[src/rtl/lrif_pkg.sv]
package lrif_pkg;
  typedef enum logic [2:0] {
    SEL_LOWV  = 3'd0,
    SEL_OPEN  = 3'd1,
    SEL_OVLD  = 3'd2,
    SEL_THERM = 3'd3,
    SEL_LEN   = 3'd4
  } sel_e;

  localparam int unsigned PTR_W = 3;
  localparam int unsigned IE_BIT = 3;
endpackage

[src/rtl/lrif_ptr_reg.sv]
module lrif_ptr_reg
  import lrif_pkg::*;
(
  input  logic             clk_i,
  input  logic             rst_ni,
  input  logic             addr_i,
  input  logic             wr_i,
  input  logic             rd_i,
  input  logic [IE_BIT:0]  wdata_i,
  output logic [PTR_W-1:0] ptr_o,
  output logic             ie_o,
  output logic             a0_o
);

  always_ff @(posedge clk_i or negedge rst_ni) begin
    if (!rst_ni) begin
      ptr_o <= '0;
      ie_o  <= 1'b0;
      a0_o  <= 1'b0;
    end else begin
      if (wr_i || rd_i) a0_o <= addr_i;
      if (wr_i && !addr_i) begin
        ptr_o <= wdata_i[PTR_W-1:0];
        ie_o  <= wdata_i[IE_BIT];
      end
    end
  end
endmodule

[src/rtl/lrif_therm_latch.sv]
module lrif_therm_latch #(
  parameter int unsigned NLINES = 4
) (
  input  logic              clk_i,
  input  logic              rst_ni,
  input  logic [NLINES-1:0] set_i,
  input  logic [NLINES-1:0] clr_i,
  output logic [NLINES-1:0] tor_o
);
  // set dominates clear
  for (genvar g = 0; g < NLINES; g++) begin : g_line
    always_ff @(posedge clk_i or negedge rst_ni) begin
      if (!rst_ni)       tor_o[g] <= 1'b0;
      else if (set_i[g]) tor_o[g] <= 1'b1;
      else if (clr_i[g]) tor_o[g] <= 1'b0;
    end
  end
endmodule

[src/rtl/lrif_len_reg.sv]
module lrif_len_reg #(
  parameter int unsigned NLINES     = 4,
  parameter int unsigned SETTLE_CYC = 50
) (
  input  logic              clk_i,
  input  logic              rst_ni,
  input  logic              we_i,
  input  logic [NLINES-1:0] wdata_i,
  output logic [NLINES-1:0] len_o,
  output logic [NLINES-1:0] prev_o,
  output logic              busy_o
);
  localparam int unsigned CNT_W = $clog2(SETTLE_CYC + 1);
  localparam logic [CNT_W-1:0] CNT_LOAD = CNT_W'(SETTLE_CYC);

  logic [CNT_W-1:0] cnt_q;


  always_ff @(posedge clk_i or negedge rst_ni) begin
    if (!rst_ni) begin
      len_o  <= '0;
      prev_o <= '0;
      cnt_q  <= '0;
    end else if (we_i) begin
      prev_o <= len_o;
      len_o  <= wdata_i;
      cnt_q  <= CNT_LOAD;
    end else if (cnt_q != '0) begin
      cnt_q <= cnt_q - 1'b1;
    end
  end

  assign busy_o = (cnt_q != '0);
endmodule

[src/rtl/lrif_rd_mux.sv]
module lrif_rd_mux
  import lrif_pkg::*;
#(
  parameter int unsigned NLINES = 4,
  parameter int unsigned DW     = 8
) (
  input  logic             a0_i,
  input  logic [PTR_W-1:0] ptr_i,
  input  logic             ie_i,
  input  logic             hot_i,
  input  logic [NLINES-1:0] lowv_i,
  input  logic [NLINES-1:0] open_i,
  input  logic [NLINES-1:0] ovld_i,
  input  logic [NLINES-1:0] tor_i,
  input  logic [NLINES-1:0] len_i,
  input  logic [NLINES-1:0] prev_i,
  input  logic             busy_i,
  output logic [DW-1:0]    rdata_o
);
  logic [NLINES-1:0] grp;

  always_comb begin
    case (sel_e'(ptr_i))
      SEL_LOWV:  grp = lowv_i;
      SEL_OPEN:  grp = open_i;
      SEL_OVLD:  grp = ovld_i;
      SEL_THERM: grp = tor_i;
      SEL_LEN:   grp = busy_i ? prev_i : len_i;
      default:   grp = '0;
    endcase
  end

  always_comb begin
    rdata_o = '0;
    if (a0_i) begin
      rdata_o[NLINES-1:0] = grp;
    end else begin
      rdata_o[PTR_W-1:0] = ptr_i;
      rdata_o[IE_BIT]    = ie_i;
      rdata_o[DW-1]      = hot_i;
    end
  end
endmodule

[src/rtl/linedrv_status_regif.sv]
module linedrv_status_regif
  import lrif_pkg::*;
#(
  parameter int unsigned NLINES     = 4,
  parameter int unsigned DW         = 8,
  parameter int unsigned SETTLE_CYC = 50
) (
  input  logic              clk_i,
  input  logic              rst_ni,
  input  logic              addr_i,
  input  logic              wr_i,
  input  logic              rd_i,
  input  logic [DW-1:0]     wdata_i,
  output logic [DW-1:0]     rdata_o,
  input  logic [NLINES-1:0] lowv_det_i,
  input  logic [NLINES-1:0] open_det_i,
  input  logic [NLINES-1:0] ovld_det_i,
  input  logic [NLINES-1:0] therm_set_i,
  input  logic              hot_i,
  output logic [NLINES-1:0] line_en_o,
  output logic              busy_o,
  output logic              irq_o
);
  logic [PTR_W-1:0]  ptr_q;
  logic              ie_q;
  logic              a0_q;
  logic [NLINES-1:0] tor_q;
  logic [NLINES-1:0] len_prev;
  logic              data_wr;
  logic              len_we;
  logic [NLINES-1:0] tor_clr;
  logic              unused_wbits;

  assign data_wr = wr_i && addr_i;
  assign len_we  = data_wr && (ptr_q == SEL_LEN);
  assign tor_clr = (data_wr && (ptr_q == SEL_THERM)) ? wdata_i[NLINES-1:0] : '0;
  assign unused_wbits = ^wdata_i[DW-1:NLINES];

  lrif_ptr_reg u_ptr (
    .clk_i   (clk_i),
    .rst_ni  (rst_ni),
    .addr_i  (addr_i),
    .wr_i    (wr_i),
    .rd_i    (rd_i),
    .wdata_i (wdata_i[IE_BIT:0]),
    .ptr_o   (ptr_q),
    .ie_o    (ie_q),
    .a0_o    (a0_q)
  );

  lrif_therm_latch #(.NLINES(NLINES)) u_tor (
    .clk_i  (clk_i),
    .rst_ni (rst_ni),
    .set_i  (therm_set_i),
    .clr_i  (tor_clr),
    .tor_o  (tor_q)
  );

  lrif_len_reg #(.NLINES(NLINES), .SETTLE_CYC(SETTLE_CYC)) u_len (
    .clk_i   (clk_i),
    .rst_ni  (rst_ni),
    .we_i    (len_we),
    .wdata_i (wdata_i[NLINES-1:0]),
    .len_o   (line_en_o),
    .prev_o  (len_prev),
    .busy_o  (busy_o)
  );

  lrif_rd_mux #(.NLINES(NLINES), .DW(DW)) u_mux (
    .a0_i    (a0_q),
    .ptr_i   (ptr_q),
    .ie_i    (ie_q),
    .hot_i   (hot_i),
    .lowv_i  (lowv_det_i),
    .open_i  (open_det_i),
    .ovld_i  (ovld_det_i),
    .tor_i   (tor_q),
    .len_i   (line_en_o),
    .prev_i  (len_prev),
    .busy_i  (busy_o),
    .rdata_o (rdata_o)
  );

  // level interrupt
  assign irq_o = ie_q & (|ovld_det_i);
endmodule

[config.mk]
export PLATFORM = sky130hd
export DESIGN_NAME = linedrv_status_regif
export DESIGN_NICKNAME = d
export VERILOG_FILES = /design/src/rtl/lrif_pkg.sv /design/src/rtl/lrif_ptr_reg.sv /design/src/rtl/lrif_therm_latch.sv /design/src/rtl/lrif_len_reg.sv /design/src/rtl/lrif_rd_mux.sv /design/src/rtl/linedrv_status_regif.sv
export SDC_FILE = /design/constraint.sdc
export NUM_CORES = 1
export LEC_CHECK = 0
export CORE_MARGIN = 2
export CORE_UTILIZATION = 55
export CTS_CLUSTER_SIZE = 20
export DETAILED_ROUTE_END_ITERATION = 16
export DONT_BUFFER_PORTS = 1
export PLACE_DENSITY_LB_ADDON = 0.12
export SLEW_MARGIN = 20
export SYNTH_ARGS = -nofsm -noshare
export SYNTH_HDL_FRONTEND = slang
export SYNTH_HIERARCHICAL = 1
export SYNTH_SLANG_ARGS = --single-unit
[constraint.sdc]
create_clock -name clk_i -period 4.98 [get_ports clk_i]
set_clock_uncertainty 0.15 [all_clocks]
set_input_delay 0.498 -clock clk_i [delete_from_list [all_inputs] [get_ports clk_i]]
set_output_delay 0.498 -clock clk_i [all_outputs]
set_load 0.01 [all_outputs]
### Word-level counts from Yosys, hierarchy flattened

Index checks and enable logic that the tools add are counted.

| operators by class | value |
|---|---|
| muxes and demuxes | 15 |
| equal/unequal tests | 4 |
| add/subtract/negate cells | 1 |
| bitwise logic cells | 1 |
| reductions and logical operators | 14 |

Operators with widths:

| operator | count |
|---|---|
| 4-bit case mux with 5 select lines | 1 |
| 4-bit two-way mux | 3 |
| 6-bit two-way mux | 2 |
| 2-bit nonzero test | 5 |
| 1-bit two-way mux | 9 |
| 3-bit by 2-bit equality test with 1-bit output (second input constant) | 2 |
| 6-bit nonzero test | 1 |
| 6-bit by 1-bit subtractor with 6-bit output (second input constant) | 1 |
| 1-bit logical AND | 4 |
| 4-bit OR reduction | 1 |
| 3-bit by 1-bit equality test with 1-bit output (second input constant) | 1 |
| 3-bit equality test (second input constant) | 1 |
| 3-bit logical NOT | 1 |
| 1-bit bitwise AND | 1 |
| 1-bit logical NOT | 1 |
| 1-bit logical OR | 1 |

| word-level totals | value |
|---|---|
| register bits after elaboration | 23 |
| output and inout port bits | 14 |
| logic and storage cells | 45 |
| input bits | 30 |

### Longest topological paths before layout

Gate-level depths: netlist (run 1).

| logic depth | value |
|---|---|
| depth after elaboration | 5 |
| depth in mapped cells | 9 |
| depth with buffers taken out | 8 |

### Modules after synthesis

The synthesis (run 1) kept the hierarchy.

By module, submodules not included:

| module | times used | cells each | seq. area each (µm²) | area an instance (µm²) |
|---|---|---|---|---|
| lrif_len_reg | 1 | 53 | 350.3 | 651.9 |
| lrif_rd_mux | 1 | 38 | 0.0 | 284.0 |
| lrif_ptr_reg | 1 | 12 | 125.1 | 198.9 |
| lrif_therm_latch | 1 | 12 | 100.1 | 145.1 |
| linedrv_status_regif | 1 | 8 | 0.0 | 65.1 |

### Worst setup path after synthesis (run 1)

No wires, ideal clock.

| timing path | value |
|---|---|
| kind | register -> output |
| start point | register u_len.cnt_q[0] |
| end point | output port rdata_o[2] |
| cell stages (with the launch flop) | 10 |
| required time | 4332 ps |
| path slack | 2473 ps |
| data arrival time | 1859 ps |
| cell sequence | dfrtp_1 > inv_1 > ha_1 > nand2b_1 > and2b_4 > inv_1 > buf_4 > mux2i_1 > or3_1 > a31oi_1 |

| between the ends | value |
|---|---|
| longest elaborated chain between the ends | 4 |

Ends and longest elaborated chain:

| what | RTL line | RTL |
|---|---|---|
| from (decl) | lrif_len_reg.sv:16 | `logic [CNT_W-1:0] cnt_q;` |
| from (signal assigned) | lrif_len_reg.sv:29 | `cnt_q <= cnt_q - 1'b1;` |
| 6-bit nonzero test | lrif_len_reg.sv:33 | `assign busy_o = (cnt_q != '0);` |
| net busy_o | linedrv_status_regif.sv:21 | `output logic busy_o,` |
| 4-bit two-way mux | lrif_rd_mux.sv:28 | `SEL_LEN: grp = busy_i ? prev_i : len_i;` |
| 4-bit case mux with 5 select lines | lrif_rd_mux.sv:23 | `case (sel_e'(ptr_i))` |
| 4-bit two-way mux | lrif_rd_mux.sv:35 | `if (a0_i) begin` |
| to (decl) | linedrv_status_regif.sv:14 | `output logic [DW-1:0] rdata_o,` |

The timed path passes the listed nets, and every way through them passes these cells.

### Final worst setup path (run 1)

Same ends and word-level chain as after synthesis.

==> flow_summary.ini, run 1 <==
[power]
power_frac_seq = 0.526
power_density_mw_per_mm2 = 435
internal_power_uw = 390
power.total_uw = 605
combinationalPowerShare = 0.333
swShare = 0.355
p_clk_frac = 0.140
p_switching_uw = 215
leakage_uw = 0.000585
peakVddDrop_mv = 0.287

[yosys]
synth_area_mm2 = 0.00135
synthCells = 123
synth_adder_area_share = 0.0186
avgSynthCellArea_um2 = 10.9
ys_seq_area_frac = 0.428
yosysUniqueCellTypes = 39
synth-simple-area-share = 0.167
synth_edf_count = 0
synth_top_area_frac = 0.428
synth-xor-area-share = 0
ys_seq_elements = 23
async_flop_share = 1.00
yosys_warnings = 6
yosys-top-cells-area = dfrtp_1 (43%), mux2_2 (13%), mux2i_1 (5.2%)
synthMuxAreaShare = 0.203
synth_top_family_by_area = multiplexers
yosys.area.top_type = dfrtp_1
synth-compound-area-share = 0.122
synthFlopType = dfrtp_1

[route]
via_per_inst = 5.96
avgRoutedWirePerCell_um = 16.0
dr.pass1.iters = 4
drtIter0Drc = 9
vias = 906
drc = 0
ant_nets = 0
wl_mm = 2.43

[clock_tree]
clock-sinks = 23
clk_pin_slew_worst_paths_ps = 120
clk-insertion-delay-late_ps = 300
cts_setup_buffers = 0
hold_buffers = 1
clockRootBuffer = clkbuf_4
ctsResizeCount = 0
numCtsBuffers = 3
htreeDepth = 1
cts_tree = done
max-clock-path-buffers = 2

[place]
post-dp-hpwl_mm = 1.89
place_area_mm2 = 0.00136
dp_cells = 147
gp_congestion = 0.705
portBuffers = 0

[finish]
design_area_mm2 = 0.00139
final_common_cell = dfrtp_1
diodes = 0
fin_nets = 157
layout.cells.non_filler = 152
layout_common_cells = dfrtp_1 (23), mux2_2 (16), inv_1 (9)
drive_gt1_frac = 0.226
fillerInstances = 194
area_delta_synth_final_pct = 3.26

[die]
dieArea_mm2 = 0.00286
fp.dieW_um = 53.5
ioPinCount = 44
coreArea_mm2 = 0.00225
rows = 17
die-height_um = 53.5
start_util = 0.597

[critical_path]
end_kind = output port
crit_arrival_ps = 2350
slowest_stage = dfrtp_1
crit_required_ps = 4330
worst_path_most_repeated_cell = inv_1
reg2reg_to = u_len/prev_o[3]
reg2reg_slack_ps = 3200
cpPeakStageDelay_ps = 410
cp_max_fo = 5
r2r-start = u_ptr/ptr_o[1]
reg2reg_depth = 3
start_kind = register
crit_chain = inv_1, ha_1, nand2b_1, and2b_4, inv_1, mux2i_1, or3_1, a31oi_1
critical_path_class = reg2out

[run_status]
violations = negative hold slack
status = finished with violations

[global_route]
grt_pass1_wl_mm = 3.87
grt_antenna_before_repair = 0
grt_overflow = 0
grt_start_max_net_pins = 24
track_usage = 0.192
grt_pass1_vias = 906

[timing]
hold_viol = 23
clock.fmax_mhz = 334
setup_viol = 0
grt_setup_unrepaired = false
drv_slew = 0
slew_headroom = 0.653
final.min_clock_period_ps = 2990
tightest_slew_ps = 521
period_share = 0.601
holdWs_ps = -6.17
fin_tns_setup_ps = 0

[min_path]
hold_path_class = in2async

[job]
drv_cap = 0
==> sequential cells by signal, summed over array words and instances (netlist names) <==
signal	cells
u_ptr/ptr_o	3
u_len/len_o	4
u_len/prev_o	4
u_ptr/ie_o	1
u_len/cnt_q	6
u_ptr/a0_o	1
u_tor/tor_o	4
==> worst max-delay path, delay by kind of cell, from the launching register on <==
kind | cells | cell delay (ps)
flip-flops | 1 | 410
buffers and inverters | 2 | 340
AO/OA/AOI/OAI | 1 | 290
AND/OR/NAND/NOR | 3 | 660
multiplexers | 1 | 120
adder cells (fa/ha/maj) | 1 | 220
==> cell families (layout without fill, tap and decap cells) <==
| kind of cell | after synthesis | after routing |
|---|---|---|
| compound gates | 22 | 22 |
| flops | 23 | 23 |
| fa+ha+maj | 2 | 2 |
| buf+inv | 16 | 15 |
| mux | 24 | 24 |
| simple gates | 35 | 35 |
| other cells | 1 | 3 |
==> stage by stage <==
step	setup WS, ps	util
3_3_place_gp	2360	0.602
2_1_floorplan	2470	-
6_report	1990	0.616
4_1_cts	1970	0.618
3_5_place_dp	2340	0.602
5_1_grt	1840	0.616
==> cells in the mapped netlist (3+ instances only) <==
master   instances
dfrtp_1         23
mux2_2          16
inv_1            9
nor2_1           8
mux2i_1          7
nand2_1          5
nor4b_1          5
a21o_1           4
buf_4            4
buf_2            3
nor2b_1          3
o21ai_0          3
==> power by group through the flow <==
stage	combinational, uW	sequential (uW)	clock, uW
final	202	318	84.8
after global routing	223	331	99.3
after CTS	204	319	89.9
after detailed placement	199	323	0
after global placement	191	319	0
after floorplan	180	302	0
==> layout make-up <==
class                           count  area (um^2)  share of cell area
Clock buffer                        3         22.5              0.0162
Clock inverter                      1         5.00             0.00360
Inverter                            9         33.8              0.0243
Multi-Input combinational cell     86          704               0.507
Sequential cell                    23          576               0.414
Tap cell                           28         35.0              0.0252
Timing Repair Buffer                2         12.5             0.00901
==> worst max path at each step <==
stage	start	endpoint	slack [ps]
final	u_len/cnt_q[0]	rdata_o[2]	1990
after global routing	u_len/cnt_q[0]	rdata_o[2]	1840
after CTS	u_len/cnt_q[0]	rdata_o[2]	1970
after detailed placement	u_len/cnt_q[0]	rdata_o[2]	2340
after global placement	u_len/cnt_q[0]	rdata_o[2]	2360
after floorplan	u_len/cnt_q[0]	rdata_o[2]	2470
==> routing by layer <==
| metal | global-route usage | vias up | wire length [um] |
|---|---|---|---|
| li1 | - | 440 | - |
| met1 | 0.255 | 443 | 1160 |
| met2 | 0.313 | 21 | 1140 |
| met3 | 0.0424 | 2 | 117 |
| met4 | 0.0513 | 0 | 9 |
| met5 | 0 | - | 0 |
(Power assumes the default switching activity.)
==> run 2: changes to the inputs <==
- clock period: 4.98 -> 2.5 ns (I/O delays scaled with it)
==> run 2 against run 1 <==
- the run now ends clean
- critical endpoint is now rdata_o[0]
- sequential cell count unchanged
- sequential power up 100%
- global-route usage up 2.3 points
- clock-buffer cell count unchanged
- first-iteration DRC count down 33%
- via count up 9.4%
- highest routed layer is now met3
==> flow_summary.ini, run 2 (synthesis gave the netlist of run 1 again) <==
[run_status]
status = complete, no violations

[timing]
drv_slew = 0
setup_viol = 0
slew_headroom = 0.644
hold_viol = 0
fin_tns_setup_ps = 0
grt_setup_unrepaired = true
setup_ws_ps = 73.1
clock.fmax_mhz = 412
period_share = 0.971
final.min_clock_period_ps = 2430
tightest_slew_ps = 534

[min_path]
hold_path_class = in2reg
min_from = wr_i

[critical_path]
cp_max_fo = 4
cp_num_buf_inv = 3
cpPeakStageDelay_ps = 420
r2r-start = u_ptr/ptr_o[2]
crit_arrival_ps = 2030
end_kind = output port
critical_path_class = reg2out
crit_chain = inv_2, ha_4, nand2b_4, and2b_4, inv_4, buf_6, mux2i_2, nor2_1, a211o_1
start_kind = register
slowest_stage = dfrtp_1
critPathLaunch = u_len/cnt_q[1]
reg2reg_slack_ps = 670
crit_required_ps = 2100
critical_path.top_delay_family = flip-flops

[global_route]
grt_pass1_wl_mm = 4.43
grt_antenna_before_repair = 0
grt_start_max_net_pins = 24
track_usage = 0.215
grt_pass1_vias = 1034
grt_overflow = 0

[finish]
largest-register = u_len/cnt_q
largest_register_ffs = 6
layout.cells.non_filler = 171
fin_nets = 176
drive_gt1_frac = 0.315
final_util = 0.713
area_delta_synth_final_pct = 19.4
final_common_cell = dfrtp_1
layout_common_cells = dfrtp_1 (23), mux2_2 (16), dlygate4sd3_1 (10)
diodes = 0

[route]
ant_nets = 0
dr.pass1.iters = 4
drc = 0
drtIter0Drc = 6
avgRoutedWirePerCell_um = 16.7
wl_mm = 2.86
via_per_inst = 5.80
vias = 991

[clock_tree]
htreeDepth = 1
clock-sinks = 23
clockRootBuffer = clkbuf_4
clk_pin_slew_worst_paths_ps = 130
clk-insertion-delay-late_ps = 310
max-clock-path-buffers = 2
numCtsBuffers = 3
cts_tree = done

[place]
post-dp-hpwl_mm = 1.94
portBuffers = 0
dp_cells = 148
dp_slack_ps = 186
gp_congestion = 0.687

[power]
leakage_uw = 0.000673
power_density_mw_per_mm2 = 861
peakVddDrop_mv = 0.649
power.total_uw = 1380

[die]
die-height_um = 53.5
fp.dieW_um = 53.5
dieArea_mm2 = 0.00286
start_util = 0.597
ioPinCount = 44
rows = 17
coreArea_mm2 = 0.00225

[job]
drv_cap = 0
-- run 2: changes by cell type in the layout (fill, tap and decap cells not counted), sizes merged --
| cell | before | now |
|---|---|---|
| dlygate4sd3 | 0 | 10 |
| buf | 2 | 11 |
-- run 2: final timing paths --
| kind | to | cells after the start |
|---|---|---|
| setup / recovery | rdata_o[0] | 9 |
| setup reg to reg | u_len/len_o[3] | 3 |
| min in group asynchronous | u_len/cnt_q[5] | 2 |
| hold reg to reg | u_tor/tor_o[3] | 1 |
| max in group asynchronous | u_len/prev_o[3] | 2 |
| hold / removal | u_ptr/a0_o | 2 |
-- run 2: stage by stage --
stage	hold WS, ps	instance area [um^2]
after floorplan	-196	1350
after global placement	-195	1360
after detailed placement	-195	1360
after global routing	11.3	1610
final	37.1	1610
after CTS	24.9	1530
-- run 2: final cells by class --
cell class	count	area [um^2]
sequential	23	576
inverter	9	36.3
clock buffer	3	22.5
tap	28	35.0
clock inverter	1	5.00
multi-input combinational	86	748
timing repair buffer	21	184
fill	177	648
-- run 2: report_power, final --
group          internal [uW]  switching (uW)  leakage (uW)
registers                491             147      0.000266
clock network           59.8             108     0.0000177
logic                    341             237      0.000389
total                    892             492      0.000673
-- run 2: routing by layer --
metal / routed length, um / GRT usage
met5: 0 / 0
met4: 0 / 0.0299
met3: 173 / 0.0734
met2: 1420 / 0.352
met1: 1270 / 0.280
-- run 2: repair_timing --
action | 4_1_cts | 5_1_grt
resized for setup | 4 | 8
hold buffers | 10 | 1
pin swaps | 1 | 3
endpoints found under the hold margin | 36 | 23
buffers inserted | 3 | 5
setup endpoints to repair | 3 | 3
